<file path="config.mk">
export PLATFORM = sky130hd
export DESIGN_NAME = pwm_spread4
export DESIGN_NICKNAME = d
export VERILOG_FILES = /design/src/rtl/pwm_spread_pkg.sv /design/src/rtl/pwm_counter.sv /design/src/rtl/pwm_chan_regs.sv /design/src/rtl/pwm_chan_out.sv /design/src/rtl/pwm_spread4.sv
export SDC_FILE = /design/constraint.sdc
export NUM_CORES = 1
export LEC_CHECK = 0
export BUFFER_PORTS_ARGS = -buffer_cell sky130_fd_sc_hd__buf_2
export CAP_MARGIN = 20
export CORE_ASPECT_RATIO = 1.5
export CORE_MARGIN = 2
export CORE_UTILIZATION = 40
export DETAILED_ROUTE_END_ITERATION = 10
export GPL_TIMING_DRIVEN = 0
export SYNTH_ARGS = -nofsm -noshare
export SYNTH_HDL_FRONTEND = slang
export SYNTH_SLANG_ARGS = --single-unit
</file>
<file path="constraint.sdc">
create_clock -name clk -period 3.42 [get_ports clk]
set_clock_uncertainty 0.2 [all_clocks]
set_input_delay 0.684 -clock clk [delete_from_list [all_inputs] [get_ports clk]]
set_output_delay 0.684 -clock clk [all_outputs]
set_load 0.005 [all_outputs]
</file>
<file path="src/rtl/pwm_spread_pkg.sv">
package pwm_spread_pkg;

    // Live shaping mode of one channel; also the state of its mode machine.
    typedef enum logic {
        MODE_CONT   = 1'b0,
        MODE_SPREAD = 1'b1
    } pwm_mode_e;

endpackage

</file>
<file path="src/rtl/pwm_counter.sv">
module pwm_counter #(
    parameter int CW = 10
) (
    input  logic          clk,
    input  logic          rst,
    input  logic          tick,
    output logic [CW-1:0] cnt,
    output logic          wrap
);
    localparam logic [CW-1:0] CMAX = '1;

    always_ff @(posedge clk) begin
        if (rst)       cnt <= '0;
        else if (tick) cnt <= cnt + 1'b1;
    end

    // Period boundary: the step that takes the counter back to zero.
    assign wrap = tick && (cnt == CMAX);
endmodule

</file>
<file path="src/rtl/pwm_chan_regs.sv">
module pwm_chan_regs
    import pwm_spread_pkg::*;
#(
    parameter int CW = 10
) (
    input  logic          clk,
    input  logic          rst,
    input  logic          we,
    input  logic [CW-1:0] wr_width,
    input  pwm_mode_e     wr_mode,
    input  logic          wrap,
    output logic [CW-1:0] act_width,
    output pwm_mode_e     act_mode
);
    logic [CW-1:0] pend_width;
    pwm_mode_e     pend_mode;
    pwm_mode_e     mode_nxt;

    // Pending slot: written at any time.
    always_ff @(posedge clk) begin
        if (rst) begin
            pend_width <= '0;
            pend_mode  <= MODE_CONT;
        end else if (we) begin
            pend_width <= wr_width;
            pend_mode  <= wr_mode;
        end
    end

    // Mode machine: only the period wrap may move it.
    always_comb begin
        mode_nxt = act_mode;
        unique case (act_mode)
            MODE_CONT:   if (wrap && pend_mode == MODE_SPREAD) mode_nxt = MODE_SPREAD;
            MODE_SPREAD: if (wrap && pend_mode == MODE_CONT)   mode_nxt = MODE_CONT;
        endcase
    end

    always_ff @(posedge clk) begin
        if (rst) begin
            act_mode  <= MODE_CONT;
            act_width <= '0;
        end else begin
            act_mode <= mode_nxt;
            if (wrap) act_width <= pend_width;
        end
    end
endmodule

</file>
<file path="src/rtl/pwm_chan_out.sv">
module pwm_chan_out
    import pwm_spread_pkg::*;
#(
    parameter int CW = 10,
    parameter int QB = 2
) (
    input  logic          clk,
    input  logic          rst,
    input  logic [CW-1:0] cnt,
    input  logic [CW-1:0] width,
    input  pwm_mode_e     mode,
    output logic          pwm
);
    localparam int SEG = CW - QB;   // offset bits inside one quadrant

    logic [QB-1:0]  quad;
    logic [SEG-1:0] offs;
    logic [SEG-1:0] base;
    logic [QB-1:0]  extra;
    logic [SEG:0]   qlen;
    logic           hi_d;

    assign quad  = cnt[CW-1:SEG];
    assign offs  = cnt[SEG-1:0];
    assign base  = width[CW-1:QB];
    assign extra = width[QB-1:0];
    // Leading quadrants up to the low-bit value take one extra count.
    assign qlen  = {1'b0, base} + {{SEG{1'b0}}, (quad <= extra)};

    always_comb begin
        hi_d = 1'b0;
        unique case (mode)
            MODE_CONT:   hi_d = (cnt <= width);
            MODE_SPREAD: hi_d = ({1'b0, offs} < qlen);
        endcase
    end

    always_ff @(posedge clk) begin
        if (rst) pwm <= 1'b0;
        else     pwm <= hi_d;
    end
endmodule

</file>
<file path="src/rtl/pwm_spread4.sv">
module pwm_spread4
    import pwm_spread_pkg::*;
#(
    parameter int NCH = 4,
    parameter int CW  = 10,
    parameter int QB  = 2,
    parameter int SW  = (NCH > 1) ? $clog2(NCH) : 1
) (
    input  logic           clk,
    input  logic           rst,
    input  logic           tick,
    input  logic           wr_en,
    input  logic [SW-1:0]  wr_sel,
    input  logic [CW-1:0]  wr_width,
    input  logic           wr_spread,
    output logic [NCH-1:0] pwm_out
);
    logic [CW-1:0]           cnt_q;
    logic                    wrap;
    logic [NCH-1:0][CW-1:0]  act_w;
    logic [NCH-1:0]          act_sp;
    pwm_mode_e               wr_mode;

    assign wr_mode = wr_spread ? MODE_SPREAD : MODE_CONT;

    pwm_counter #(.CW(CW)) u_cnt (
        .clk  (clk),
        .rst  (rst),
        .tick (tick),
        .cnt  (cnt_q),
        .wrap (wrap)
    );

    for (genvar c = 0; c < NCH; c++) begin : g_ch
        logic      ch_we;
        pwm_mode_e ch_mode;

        assign ch_we     = wr_en && (wr_sel == SW'(c));
        assign act_sp[c] = (ch_mode == MODE_SPREAD);

        pwm_chan_regs #(.CW(CW)) u_regs (
            .clk       (clk),
            .rst       (rst),
            .we        (ch_we),
            .wr_width  (wr_width),
            .wr_mode   (wr_mode),
            .wrap      (wrap),
            .act_width (act_w[c]),
            .act_mode  (ch_mode)
        );

        pwm_chan_out #(.CW(CW), .QB(QB)) u_out (
            .clk   (clk),
            .rst   (rst),
            .cnt   (cnt_q),
            .width (act_w[c]),
            .mode  (ch_mode),
            .pwm   (pwm_out[c])
        );
    end
endmodule

</file>
==> Word-level counts from Yosys, hierarchy flattened <==
Cells that the tools add are included.
{ "op_classes": {"add_sub_neg": 5, "n_mul": 0, "div_mod_pow": 0, "magnitude_cmp": 12, "n_eq_ne": 4, "shift": 0, "muxes": 17, "bitwise": 8, "reduce_logical": 14} }
{ "op_table": {"columns": ["operator", "count"], "rows": [
  ["$le 10x10->1", 4],
  ["$add 8x1->9", 4],
  ["$lt 8x9->1", 4],
  ["$pmux 1 s2", 8],
  ["$logic_and 1x1->1", 13],
  ["$add 10x1->10 const B", 1],
  ["$eq 10x10->1 const B", 1],
  ["$mux 1", 9],
  ["$le 2x2->1", 4],
  ["$not 1->1", 8],
  ["$eq 2x2->1 const B", 2],
  ["$eq 2x1->1 const B", 1],
  ["$logic_not 2->1", 1]
]} }
{ "word_totals": {"reg_bits": 102, "latchBits": 0, "ram_bits": 0, "rom_bits": 0, "in_bits": 17, "out_inout_bits": 4, "elab_cells": 81, "memories": 0} }

==> Depth between registers and ports, before layout <==
Gate-level depths: netlist (run 1).
{ "depth": {"depth_word": 5, "ltp_mapped": 14, "mapped_depth_nobuf": 14} }

==> By module <==
A second synthesis (run 1) with hierarchy kept.
{ "hier_totals": {"hier_cells": 656, "area_unflattened_um2": 6169.7} }
{ "by_module_without_submodules": {"columns": ["module", "n_inst", "cells_each", "area_each_um2", "seq_area_each_um2"], "rows": [
  ["pwm_chan_regs", 4, 70, 775.7, 440.4],
  ["pwm_chan_out at g_ch[1].u_out ...", 3, 80, 645.6, 20.0],
  ["pwm_chan_out at g_ch[0].u_out", 1, 81, 630.6, 20.0],
  ["pwm_counter", 1, 51, 461.7, 200.2],
  ["pwm_spread4", 1, 4, 37.5, 0.0]
]} }

==> Worst setup path before layout (run 1) <==
OpenSTA, ideal clock, no wires.
{ "synth_timing": {"path_kind": "register to register", "start": "register u_cnt.cnt[9]", "end": "register g_ch[3].u_out.pwm", "setup_ps": 95, "t_arrival_ps": 2661, "path_slack_ps": 464, "path_stages_with_launch": 14, "path_buffers": 0, "cell_sequence": "dfxtp_1 ha_1 nor2b_1 o21ai_0 ha_1 ha_1 nand3_1 nor3_1 xnor2_1 ha_1 nand3_1 nand2_1 a41o_1 a221oi_1"} }
{ "synth_via": {"elab_chain_cells": 4} }
{ "synth_lines": {"columns": ["item", "line_no", "rtl"], "rows": [
  ["start: declaration", "pwm_counter.sv:7", "output logic [CW-1:0] cnt,"],
  ["start signal: assignment", "pwm_counter.sv:14", "else if (tick) cnt <= cnt + 1'b1;"],
  ["$le 2x2->1", "pwm_chan_out.sv:28", "assign qlen = {1'b0, base} + {{SEG{1'b0}}, (quad <= extra)};"],
  ["$add 8x1->9", "pwm_chan_out.sv:28", null],
  ["$lt 8x9->1", "pwm_chan_out.sv:34", "MODE_SPREAD: hi_d = ({1'b0, offs} < qlen);"],
  ["$pmux 1 s2 *", "pwm_chan_out.sv:32", "unique case (mode)"],
  ["end signal: assignment", "pwm_chan_out.sv:40", "else pwm <= hi_d;"],
  ["end: declaration", "pwm_chan_out.sv:12", "output logic pwm"]
]} }
Mark *: on every way between the ends. The rest lies on a longest branch, timed or not.
A chain may end at the register's enable or synchronous reset.

==> Worst setup path in the final report (run 1) <==
{ "layout_timing": {"start": "register u_cnt.cnt[8]", "end": "register g_ch[1].u_out.pwm"} }
{ "layout_via": {"elab_chain_cells": 4} }
{ "layout_lines": {"columns": ["item", "line_no"], "rows": [
  ["$le 2x2->1", "pwm_chan_out.sv:28"],
  ["$add 8x1->9", "pwm_chan_out.sv:28"],
  ["$lt 8x9->1", "pwm_chan_out.sv:34"],
  ["$pmux 1 s2 *", "pwm_chan_out.sv:32"],
  ["end signal: assignment", "pwm_chan_out.sv:40"],
  ["end: declaration", "pwm_chan_out.sv:12"]
]} }
Marks and branches as above.

==> results of run 1 <==
==> repair_timing <==
action | 4_1_cts | 5_1_grt
setup endpoints to repair | 4 | 3
gates resized for setup | 4 | 5
cloned | 0 | 0
==> worst max-delay path: stages, from the launching register on <==
cell      delay [ns]
dfxtp_4         0.42
inv_1           0.15
ha_1            0.32
nand2_1         0.08
o21ai_2         0.09
ha_1            0.19
ha_1            0.21
xnor2_1         0.14
ha_1            0.30
a21o_1          0.18
a31oi_1         0.14
o21ai_0         0.12
a41o_1          0.28
a311oi_2        0.29
==> cells by family (layout without fill, tap and decap cells) <==
| kind of cell | after synthesis | in the layout | synth area share [%] |
|---|---|---|---|
| compound gates | 131 | 131 | 14.3 |
| xor+xnor | 33 | 33 | 4.76 |
| fa+ha+maj | 89 | 89 | 18.3 |
| buf+inv | 76 | 109 | 5.94 |
| flops | 102 | 102 | 33.6 |
| mux | 23 | 23 | 3.79 |
| simple gates | 268 | 268 | 19.2 |
==> power by group through the flow <==
stage          logic (mW)  clock network [mW]  registers, mW
2_1_floorplan       0.129                   0           1.25
3_3_place_gp        0.188                   0           1.26
3_5_place_dp        0.193                   0           1.26
4_1_cts             0.193               0.996           1.23
5_1_grt             0.216                1.05           1.23
6_report            0.195               0.974           1.23
==> metal layers <==
metal	vias up	GRT usage [%]	share of wire [%]	wire (um)
met5	-	0	0	0
met4	0	11.6	5.2	777
met3	42	2.43	2.9	428
met2	91	33.6	49	7300
met1	2240	21.6	43	6370
li1	2511	-	-	-
==> through the flow <==
| step | util (%) | instance area (um2) |
|---|---|---|
| 6_report | 44.8 | 6720 |
| 5_1_grt | 44.8 | 6720 |
| 4_1_cts | 44.6 | 6700 |
| 3_3_place_gp | 42.7 | 6410 |
| 3_5_place_dp | 42.7 | 6410 |
| 2_1_floorplan | - | 6070 |
==> placed cells by master (no fill, tap or decap), drive strengths merged, types with 23 or more instances in the layout <==
cell type | netlist | routed
nand2 | 155 | 155
dfxtp | 102 | 102
ha | 89 | 89
a21oi | 84 | 84
nor2 | 52 | 52
inv | 44 | 47
buf | 17 | 35
xnor2 | 28 | 28
clkbuf | 15 | 24
mux2i | 23 | 23
==> sequential cells by signal, indices dropped and copies added, names as in the netlist, named ones only <==
register,count
u_cnt.cnt,10
g_ch.u_regs.act_width,40
g_ch.u_regs.pend_mode,4
g_ch.u_out.pwm,4
g_ch.u_regs.pend_width,40
==> layout make-up <==
| type | instances | area, um2 |
|---|---|---|
| well taps | 199 | 249 |
| clock inverters | 6 | 55.1 |
| plain buffers | 32 | 195 |
| repair buffers | 18 | 90.1 |
| flip-flops and latches | 102 | 2050 |
| clock buffers | 9 | 225 |
| fillers | 1580 | 8280 |
| inverters | 44 | 165 |
| multi-input cells | 544 | 3690 |
==> path summary, 6_finish.rpt <==
| path | from | endpoint | cells past startpoint |
|---|---|---|---|
| max reg2reg | u_cnt.cnt[8] | g_ch[1].u_out.pwm | 13 |
| min | g_ch[3].u_regs.pend_width[2] | g_ch[3].u_regs.act_width[2] | 2 |
| min reg2reg | g_ch[3].u_regs.pend_width[2] | g_ch[3].u_regs.act_width[2] | 2 |
| max | u_cnt.cnt[8] | g_ch[1].u_out.pwm | 13 |
==> reports/qor_table.md, run 1 <==
| Result | Value |
|:---|:---|
| Run status | finished, final reports clean |
| TritonCTS sink count | 102 |
| Critical Path RT | 3.46 ns |
| Dominant cells by area after synthesis | dfxtp_1 34%, ha_1 18%, nand2_1 9.0%, a21oi_1 4.5%, a21oi_2 4.3% |
| Most common cell in the netlist | nand2_1 |
| Ranking of synthesized cells by instance count | 145 x nand2_1, 102 x dfxtp_1, 89 x ha_1 |
| Layout cell share with drive strength beyond 1 | 13.2% |
| Final instance count without filler cells | 954 |
| Headroom to the max-slew limit | 49.5% |
| Starting density of the core | 40.5% |
| H-tree depth | 3 |
| Final critical path time including I/O delays and setup | 3.21 ns |
| Routed Antenna Nets | 0 |
| Register bit total from synthesis | 102 |
| Std cell rows | 55 |
| Core Region | 0.0150 mm2 |
| Setup WS pre-CTS | -0.395 ns |
| Global-route wire length before repair | 24,300 um |
| Slew @ Worst Pin | 0.757 ns |
| Clock power frac | 40.6% |
| Hold crit path type | flip-flop to flip-flop |
| Total setup buffers inserted after CTS | 0 |
| Clk_lat worst skew | 0.34 ns |
| Via count of the first global-routing pass | 4,879 |
| Primary FF master, synth | dfxtp_1 |
| Number of maximum-capacitance violations | 0 |
| Yosys warning count | 0 |
| Initial antenna violation count | 0 |
| Synthesized instance count | 722 |
| Combinational group share of total power | 8.1% |
| Critical path startpoint category | flip-flop |
| Hpwl dp | 11,900 um |
| WP data arrival | 3.24 ns |
| Total Wirelength | 14,900 um |
| Net count, final | 857 |
| Setup-violating endpoint count in the final report | 0 |
| Average cell area after synthesis | 8.41 um2 |
| Count of antenna diodes in the layout | 0 |
| Post-detailed-route via-to-cell ratio | 5.12 |
| Category of the worst setup path capture point | flip-flop |
| Clock tree from TritonCTS | built |
| DRC violations left | 0 |
| CTS max path bufs | 2 |
| Worst hold-check slack | 0.259 ns |
| Final count of hold timing violations | 0 |
| Share of async-settable or async-resettable flops after synthesis | 0% |
| Number of flops mapped to enable cells by yosys | 0 |
| Share of synthesized area occupied by flip-flops and latches | 33.6% |
| Flop2flop setup slack | 0.21 ns |
| Floorplan die width | 105 um |
| Max Transition Viols Final | 0 |
| Area growth from synthesis to final layout | 10.7% |
| P_leak | 2.61 nW |
| Detailed-router iteration count before antenna repair | 4 |
| Sequential group share of total power | 51.3% |
| Die footprint | 0.0162 mm2 |
| Synthesized Nets | 828 |
| Height of the die | 155 um |
| Highest achievable clock rate | 312 MHz |
| Wire length per cell | 15.6 um |
| Netlist cell types | 46 |
| Switch Pwr | 0.602 mW |
| Final setup TNS | 0 ns |
| Port Buffer Count | 18 |
| I/O pin count | 21 |
| Maximum fanout encountered on the critical timing path | 6 |
| Clock-pin transition on the worst setup and hold timing paths | 0.07 ns |
| GPL Wtd Cong | 0.876 |
| Worst supply voltage drop on vdd | 0.297 mV |
| Inserted Clock Buffers | 9 |
| Power per Cell Area | 357 mW/mm2 |
| Number of cells after detailed placement | 939 |
| Congestion Overflow GR | 0 |
| Overall routing resource usage | 19.0% |
| Clock tree root buffer cell | clkbuf_16 |
| Switching power as a share of total power | 25.1% |
| Post-layout worst setup margin | 0.215 ns |
| Post-layout total power | 2.40 mW |
| Via count | 4,884 |
| Type of the setup path with the least slack | flip-flop to flip-flop |
| Number of DRC markers in iteration 0 | 137 |
| Internal power | 1.80 mW |
| Setup repair after global routing missed its margin | false |
| Synth Cell Area | 0.00607 mm2 |
| Share of the clock period used by the worst path | 93.7% |
| Largest net degree at the start of global routing | 19 |
| Largest area contributor in the netlist | dfxtp_1 |
| Proportion of netlist area held by the largest area contributor | 33.6% |
| Post-cts hold buffer count | 0 |
Power figures use the tool's default switching activity.
==> run 2, diff against run 1 <==
==> constraint.sdc (replaced) <==
create_clock -name clk -period 3.5 [get_ports clk]
set_clock_uncertainty 0.2 [all_clocks]
set_input_delay 0.7 -clock clk [delete_from_list [all_inputs] [get_ports clk]]
set_output_delay 0.7 -clock clk [all_outputs]
set_load 0.005 [all_outputs]
==> run 2 against run 1 <==
Non-clock buffer count is the same. Via count decreased by 0.61%. Worst hold slack about the same. Sequential share of layout area hardly changed. Maximum frequency is 1.6% lower. Critical endpoint unchanged. Largest cell class unchanged. Largest power group unchanged.
==> reports/qor_table.md, run 2 (same netlist as run 1, synthesis figures left out) <==
| Result | Value |
|:---|:---|
| Run status | finished, final reports clean |
| Starting density of the core | 40.5% |
| CP cell instances | ha_1 -> nor2b_1 -> o21ai_1 -> ha_1 -> ha_1 -> nand3_1 -> xnor2_1 -> ha_1 -> a21oi_1 -> o21ai_0 -> a41o_1 -> a311oi_2 |
| Hpwl dp | 11,900 um |
| Setup repair after global routing missed its margin | false |
| Clock tree from TritonCTS | built |
| Total length of routed met2 wires | 7350 um |
| Height of the die | 155 um |
| CP most frequent cell | ha_1 |
| Registers with the most flip-flops | g_ch.u_regs.act_width (40), g_ch.u_regs.pend_width (40), u_cnt.cnt (10) |
| Most common library cell in the layout ignoring fill and taps | nand2_1 |
| Post-layout worst setup margin | 0.241 ns |
| Net count, final | 857 |
| Number of cells after detailed placement | 939 |
| Area growth from synthesis to final layout | 10.6% |
| I/O pin count | 21 |
| DRC violations left | 0 |
| Type of the setup path with the least slack | flip-flop to flip-flop |
| Via count of the first global-routing pass | 4,879 |
| Worst supply voltage drop on vdd | 0.291 mV |
| Share of the clock period used by the worst path | 93.1% |
| Clock tree root buffer cell | clkbuf_16 |
| Setup WS pre-CTS | -0.315 ns |
| Std cell rows | 55 |
| Final count of hold timing violations | 0 |
| Total Wirelength | 14,900 um |
| Initial antenna violation count | 0 |
| Largest stage delay on the critical path | 0.41 ns |
| Critical Path Stages | 12 |
| GPL Wtd Cong | 0.876 |
| Max Transition Viols Final | 0 |
| Post-detailed-route via-to-cell ratio | 5.09 |
| Via count | 4,854 |
| Placed cell area | 0.00641 mm2 |
| Clk_lat worst skew | 0.34 ns |
| Overall routing resource usage | 19.0% |
| Final critical path time including I/O delays and setup | 3.26 ns |
| Worst hold-check slack | 0.259 ns |
| Largest net degree at the start of global routing | 19 |
| Number of cells on the worst hold path | 2 |
| Final setup TNS | 0 ns |
| Floorplan die width | 105 um |
| Hold crit path type | flip-flop to flip-flop |
| Die footprint | 0.0162 mm2 |
| Highest achievable clock rate | 307 MHz |
| Clock-pin transition on the worst setup and hold timing paths | 0.07 ns |
| TritonCTS sink count | 102 |
| WP data arrival | 3.29 ns |
| Setup-violating endpoint count in the final report | 0 |
| Slew @ Worst Pin | 0.752 ns |
| Global-route wire length before repair | 24,300 um |
| Critical Path RT | 3.54 ns |
| Depth of the worst register-to-register path | 12 |
| Highest metal layer used by the detailed router | met4 |
| Category of the worst setup path capture point | flip-flop |
| CTS max path bufs | 2 |
| Wire length per cell | 15.6 um |
| Routed length on met3 | 401 um |
| Flop2flop setup slack | 0.24 ns |
| Layout cell share with drive strength beyond 1 | 13.1% |
| Port Buffer Count | 18 |
| Number of maximum-capacitance violations | 0 |
| Post-cts hold buffer count | 0 |
| Number of DRC markers in iteration 0 | 137 |
| Inserted Clock Buffers | 9 |
| Headroom to the max-slew limit | 49.9% |
| Top Family by Delay on Critical Path | compound AO/OA/AOI/OAI gates |
| Core Region | 0.0150 mm2 |
| Maximum fanout encountered on the critical timing path | 11 |
| Critical path startpoint category | flip-flop |
| Summed area of non-filler cells in the final layout | 0.00672 mm2 |
| Final instance count without filler cells | 954 |
| Congestion Overflow GR | 0 |
| P_leak | 2.61 nW |
| H-tree depth | 3 |
| Combined buffer and inverter count along the critical path | 0 |
| DRT met1 WL | 6390 um |
| Count of antenna diodes in the layout | 0 |
| Routed Antenna Nets | 0 |
| Most frequent cells in the layout | 145 x nand2_1, 100 x dfxtp_1, 89 x ha_1, 54 x a21oi_1, 51 x nor2_1 |
| Detailed-router iteration count before antenna repair | 4 |
| Power per Cell Area | 349 mW/mm2 |
| Crit path max-delay cell type | dfxtp_4 |
==> run 2: cell counts in the layout (fill, tap and decap cells not counted) <==
Identical to the previous run, type by type.
==> run 2: layout make-up <==
cell class | count | area, um2
buffer | 32 | 195
clock inverter | 6 | 55.1
multi-input combinational | 544 | 3690
timing repair buffer | 18 | 90.1
inverter | 44 | 165
fill | 1582 | 8290
tap | 199 | 249
clock buffer | 9 | 225
sequential | 102 | 2050
==> run 2: metal layers <==
layer	GRT usage, %	up-vias
met5	0	-
met1	21.6	2224
met3	2.43	39
li1	-	2512
met2	33.6	79
met4	11.6	0
==> run 2: worst min-delay path, stage by stage (launching register included) <==
cell and delay (ns):
dfxtp_1 0.32, nand2_2 0.06, a21oi_2 0.04
==> run 2: through the flow <==
| step | total power, mW | util [%] |
|---|---|---|
| 2_1_floorplan | 1.35 | - |
| 3_3_place_gp | 1.41 | 42.7 |
| 3_5_place_dp | 1.42 | 42.7 |
| 4_1_cts | 2.37 | 44.6 |
| 5_1_grt | 2.44 | 44.8 |
| 6_report | 2.34 | 44.8 |
==> run 2: where the power goes <==
group	internal [mW]	leakage, nW	total (mW)	switching (mW)
registers	1.18	0.828	1.20	0.0183
clock network	0.492	0.132	0.952	0.459
logic	0.0810	1.65	0.191	0.110
total	1.76	2.61	2.34	0.587
==> run 2: path summary, 6_finish.rpt <==
path / from / end
max: u_cnt.cnt[9] / g_ch[1].u_out.pwm
min: g_ch[3].u_regs.pend_width[2] / g_ch[3].u_regs.act_width[2]
max reg2reg: u_cnt.cnt[9] / g_ch[1].u_out.pwm
min reg2reg: g_ch[3].u_regs.pend_width[2] / g_ch[3].u_regs.act_width[2]
==> run 2: repair_timing <==
| action | in CTS | in global routing |
|---|---|---|
| endpoints found under the hold margin | 0 | 0 |
| setup endpoints to repair | 4 | 2 |
| setup buffers | 0 | 0 |
| resized for setup | 3 | 5 |
==> run 3, diff against run 2 <==
--- a/config.mk
+++ b/config.mk
@@ -14,4 +14,5 @@
 export GPL_TIMING_DRIVEN = 0
 export SYNTH_ARGS = -nofsm -noshare
 export SYNTH_HDL_FRONTEND = slang
+export SYNTH_HIERARCHICAL = 1
 export SYNTH_SLANG_ARGS = --single-unit
==> run 3 against run 2 <==
Cell count fell by 6.6%. Sequential share of layout area is 0.57 points lower. Area after synthesis increased by 1.6%. Worst setup slack worse by 0.078 ns. Largest cell class unchanged. First-iteration DRC count is 26% higher. Wire length fell by 1.5%. Non-clock buffer count decreased by 11. Sequential power is essentially flat. Register-to-register slack got worse by 0.08 ns. Utilization grew 0.65 points. Final area increased by 1.9%. Worst hold slack better by 0.037 ns. Critical endpoint is now g_ch[2].u_out/pwm.
==> reports/qor_table.md, run 3 <==
| Result | Value |
|:---|:---|
| Clk_lat worst skew | 0.34 ns |
| Run status | finished, final reports clean |
| Clock tree root buffer cell | clkbuf_16 |
| Post-layout worst setup margin | 0.163 ns |
| Port Buffer Count | 19 |
| Synthesized Nets | 762 |
| Floorplan die width | 105 um |
| Core Region | 0.0151 mm2 |
| Via count | 4,642 |
| GPL Wtd Cong | 0.848 |
| Largest net degree at the start of global routing | 26 |
| Crit path max-delay cell type | dfxtp_4 |
| CP most frequent cell | ha_1 |
| Worst supply voltage drop on vdd | 0.215 mV |
| Share of async-settable or async-resettable flops after synthesis | 0% |
| Sequential cell area | 0.00205 mm2 |
| Wire length per cell | 16.4 um |
| Area growth from synthesis to final layout | 10.9% |
| Share of the clock period used by the worst path | 95.4% |
| Via count of the first global-routing pass | 4,600 |
| Maximum fanout encountered on the critical timing path | 11 |
| Max Transition Viols Final | 0 |
| Most common cell in the netlist | nor2_1 |
| Std cell rows | 55 |
| Headroom to the max-slew limit | 44.2% |
| H-tree depth | 3 |
| P_leak | 2.70 nW |
| Registers with the most flip-flops | g_ch.u_regs/act_width (40), g_ch.u_regs/pend_width (40), u_cnt/cnt (10) |
| Highest achievable clock rate | 300 MHz |
| Synth Cell Area | 0.00617 mm2 |
| Routed Antenna Nets | 0 |
| Inserted Clock Buffers | 9 |
| Hpwl dp | 10,700 um |
| DRC violations left | 0 |
| Worst hold-check slack | 0.295 ns |
| TritonCTS sink count | 102 |
| Overall routing resource usage | 18.4% |
| Global-route wire length before repair | 23,300 um |
| Fillers | 1,462 |
| Height of the die | 156 um |
| Met1 global-route usage | 21.9% |
| Number of DRC markers in iteration 0 | 173 |
| Yosys warning count | 6 |
| Global Route met3 Usage | 1.80% |
| Proportion of netlist area held by the largest area contributor | 33.1% |
| Final critical path time including I/O delays and setup | 3.34 ns |
| Global Route met2 Usage | 33.2% |
| Post-synthesis share of cell area spent on xor and xnor gates | 3.97% |
| Slew @ Worst Pin | 0.836 ns |
| Synthesized instance count | 656 |
| Post-synthesis simple-gate area fraction | 14.5% |
| CTS max path bufs | 2 |
| Average cell area after synthesis | 9.40 um2 |
| Category of the worst setup path capture point | flip-flop |
| Final count of hold timing violations | 0 |
| Total Wirelength | 14,700 um |
| Hold crit path type | flip-flop to flip-flop |
| CP cell instances | ha_1 -> nor2b_1 -> o21ai_1 -> ha_1 -> ha_1 -> nand3_2 -> nor3_1 -> xnor2_1 -> ha_1 -> a21o_1 -> a211o_1 -> a221oi_2 -> a2bb2oi_2 |
| Largest area contributor in the netlist | dfxtp_1 |
| Type of the setup path with the least slack | flip-flop to flip-flop |
| Most frequent cells in the layout | 106 x nor2_1, 100 x dfxtp_1, 89 x ha_1, 89 x mux2i_1, 54 x inv_1 |
| Initial antenna violation count | 0 |
| Most common library cell in the layout ignoring fill and taps | nor2_1 |
| Register bit total from synthesis | 102 |
| Post-cts hold buffer count | 0 |
| Primary FF master, synth | dfxtp_1 |
| Final Util | 45.4% |
| Critical Path RT | 3.58 ns |
| Power per Cell Area | 352 mW/mm2 |
| Dominant combinational cell family by area after synthesis | adder cells |
| Mux share of post-synthesis cell area | 14.4% |
| Compound-gate portion of the synthesized area | 10.2% |
| Multi-input combinational cell area | 0.00378 mm2 |
| Setup-violating endpoint count in the final report | 0 |
| Combined buffer and inverter count along the critical path | 0 |
| Setup repair after global routing missed its margin | false |
| Detailed-router iteration count before antenna repair | 4 |
| Ranking of synthesized cells by instance count | 106 x nor2_1, 102 x dfxtp_1, 89 x ha_1, 89 x mux2i_1, 54 x inv_1 |
| Largest stage delay on the critical path | 0.46 ns |
| Congestion Overflow GR | 0 |
| WP data arrival | 3.41 ns |
| Setup WS pre-CTS | -0.284 ns |
| Share of synthesized area occupied by flip-flops and latches | 33.1% |
| Die footprint | 0.0165 mm2 |
| Netlist cell types | 42 |
| Clock tree from TritonCTS | built |
| Net count, final | 793 |
| Count of antenna diodes in the layout | 0 |
| Number of maximum-capacitance violations | 0 |
| Starting density of the core | 40.9% |
| Critical path startpoint category | flip-flop |
| Dominant cells by area after synthesis | dfxtp_1 33%, ha_1 18%, mux2i_1 14%, nor2_1 6.4%, xnor2_1 3.5% |
| Layout cell share with drive strength beyond 1 | 10.3% |
| Number of flops mapped to enable cells by yosys | 0 |
| Top Family by Delay on Critical Path | compound AO/OA/AOI/OAI gates |
| Post-detailed-route via-to-cell ratio | 5.21 |
| I/O pin count | 21 |
| Fraction of the mapped netlist area in adder cells | 18.0% |
| Most Used Layer, Global Route | met2 |
| Clock-pin transition on the worst setup and hold timing paths | 0.07 ns |
run 3: cell types whose count changed in the layout (fill, tap and decap cells not counted), sizes merged, moves of 11 or more:
cell	change
a211o	+11
nand2	-133
o21a	+12
a21oi	-66
mux2i	+66
nor2	+54
clkbuf	-12
run 3: final timing paths:
check	slack [ns]	to	depth (start not counted)	from
hold reg to reg	0.30	g_ch[1].u_regs/pend_width[6]	2	g_ch[1].u_regs/pend_width[6]
setup reg to reg	0.16	g_ch[2].u_out/pwm	13	u_cnt/cnt[9]
hold / removal	0.30	g_ch[1].u_regs/pend_width[6]	2	g_ch[1].u_regs/pend_width[6]
setup / recovery	0.16	g_ch[2].u_out/pwm	13	u_cnt/cnt[9]
run 3: tightest hold or removal path, stage by stage (launching register included):
cell and delay, ns:
dfxtp_1 0.33, mux2i_1 0.06, nor2_1 0.07
run 3: final cells by class:
class | instances | area share, %
Clock buffer | 11 | 3.55
Timing Repair Buffer | 20 | 1.55
Buffer | 19 | 2.23
Clock inverter | 5 | 0.859
Sequential cell | 102 | 29.9
Multi-Input combinational cell | 481 | 55.3
Inverter | 54 | 2.96
Tap cell | 199 | 3.64
run 3: per-stage QoR:
stage	instance area [um2]	total power [mW]	instances	setup TNS [ns]
2_1_floorplan	6170	1.36	656	0
3_5_place_dp	6530	1.43	875	-0.687
3_3_place_gp	6510	1.42	874	-1.45
5_1_grt	6840	2.52	891	0
6_report	6840	2.41	891	0
4_1_cts	6840	2.43	891	0
run 3: metal layers:
metal | routed length (um) | vias up
li1 | - | 2359
met1 | 6470 | 2196
met2 | 7590 | 65
met3 | 298 | 22
met4 | 298 | 0
met5 | 0 | -
run 3: logic make-up after synthesis:
logic type      count (synthesis)
simple gates                  192
flops                         102
buf+inv                        73
xor+xnor                       28
mux                            89
fa+ha+maj                      89
compound gates                 83
run 3: what timing repair did:
| item | CTS | global route |
|---|---|---|
| pin swaps | 0 | 0 |
| gates cloned | 0 | 0 |
| setup endpoints to repair | 4 | 3 |
| endpoints found under the hold margin | 0 | 0 |
| gates resized for setup | 3 | 4 |
| buffers inserted | 0 | 0 |
run 3: where the power goes:
group | leakage [nW] | internal, mW | total, mW | switching (mW)
logic | 1.73 | 0.0854 | 0.190 | 0.105
registers | 0.828 | 1.19 | 1.21 | 0.0269
clock network | 0.142 | 0.574 | 1.00 | 0.430
total | 2.70 | 1.84 | 2.41 | 0.562
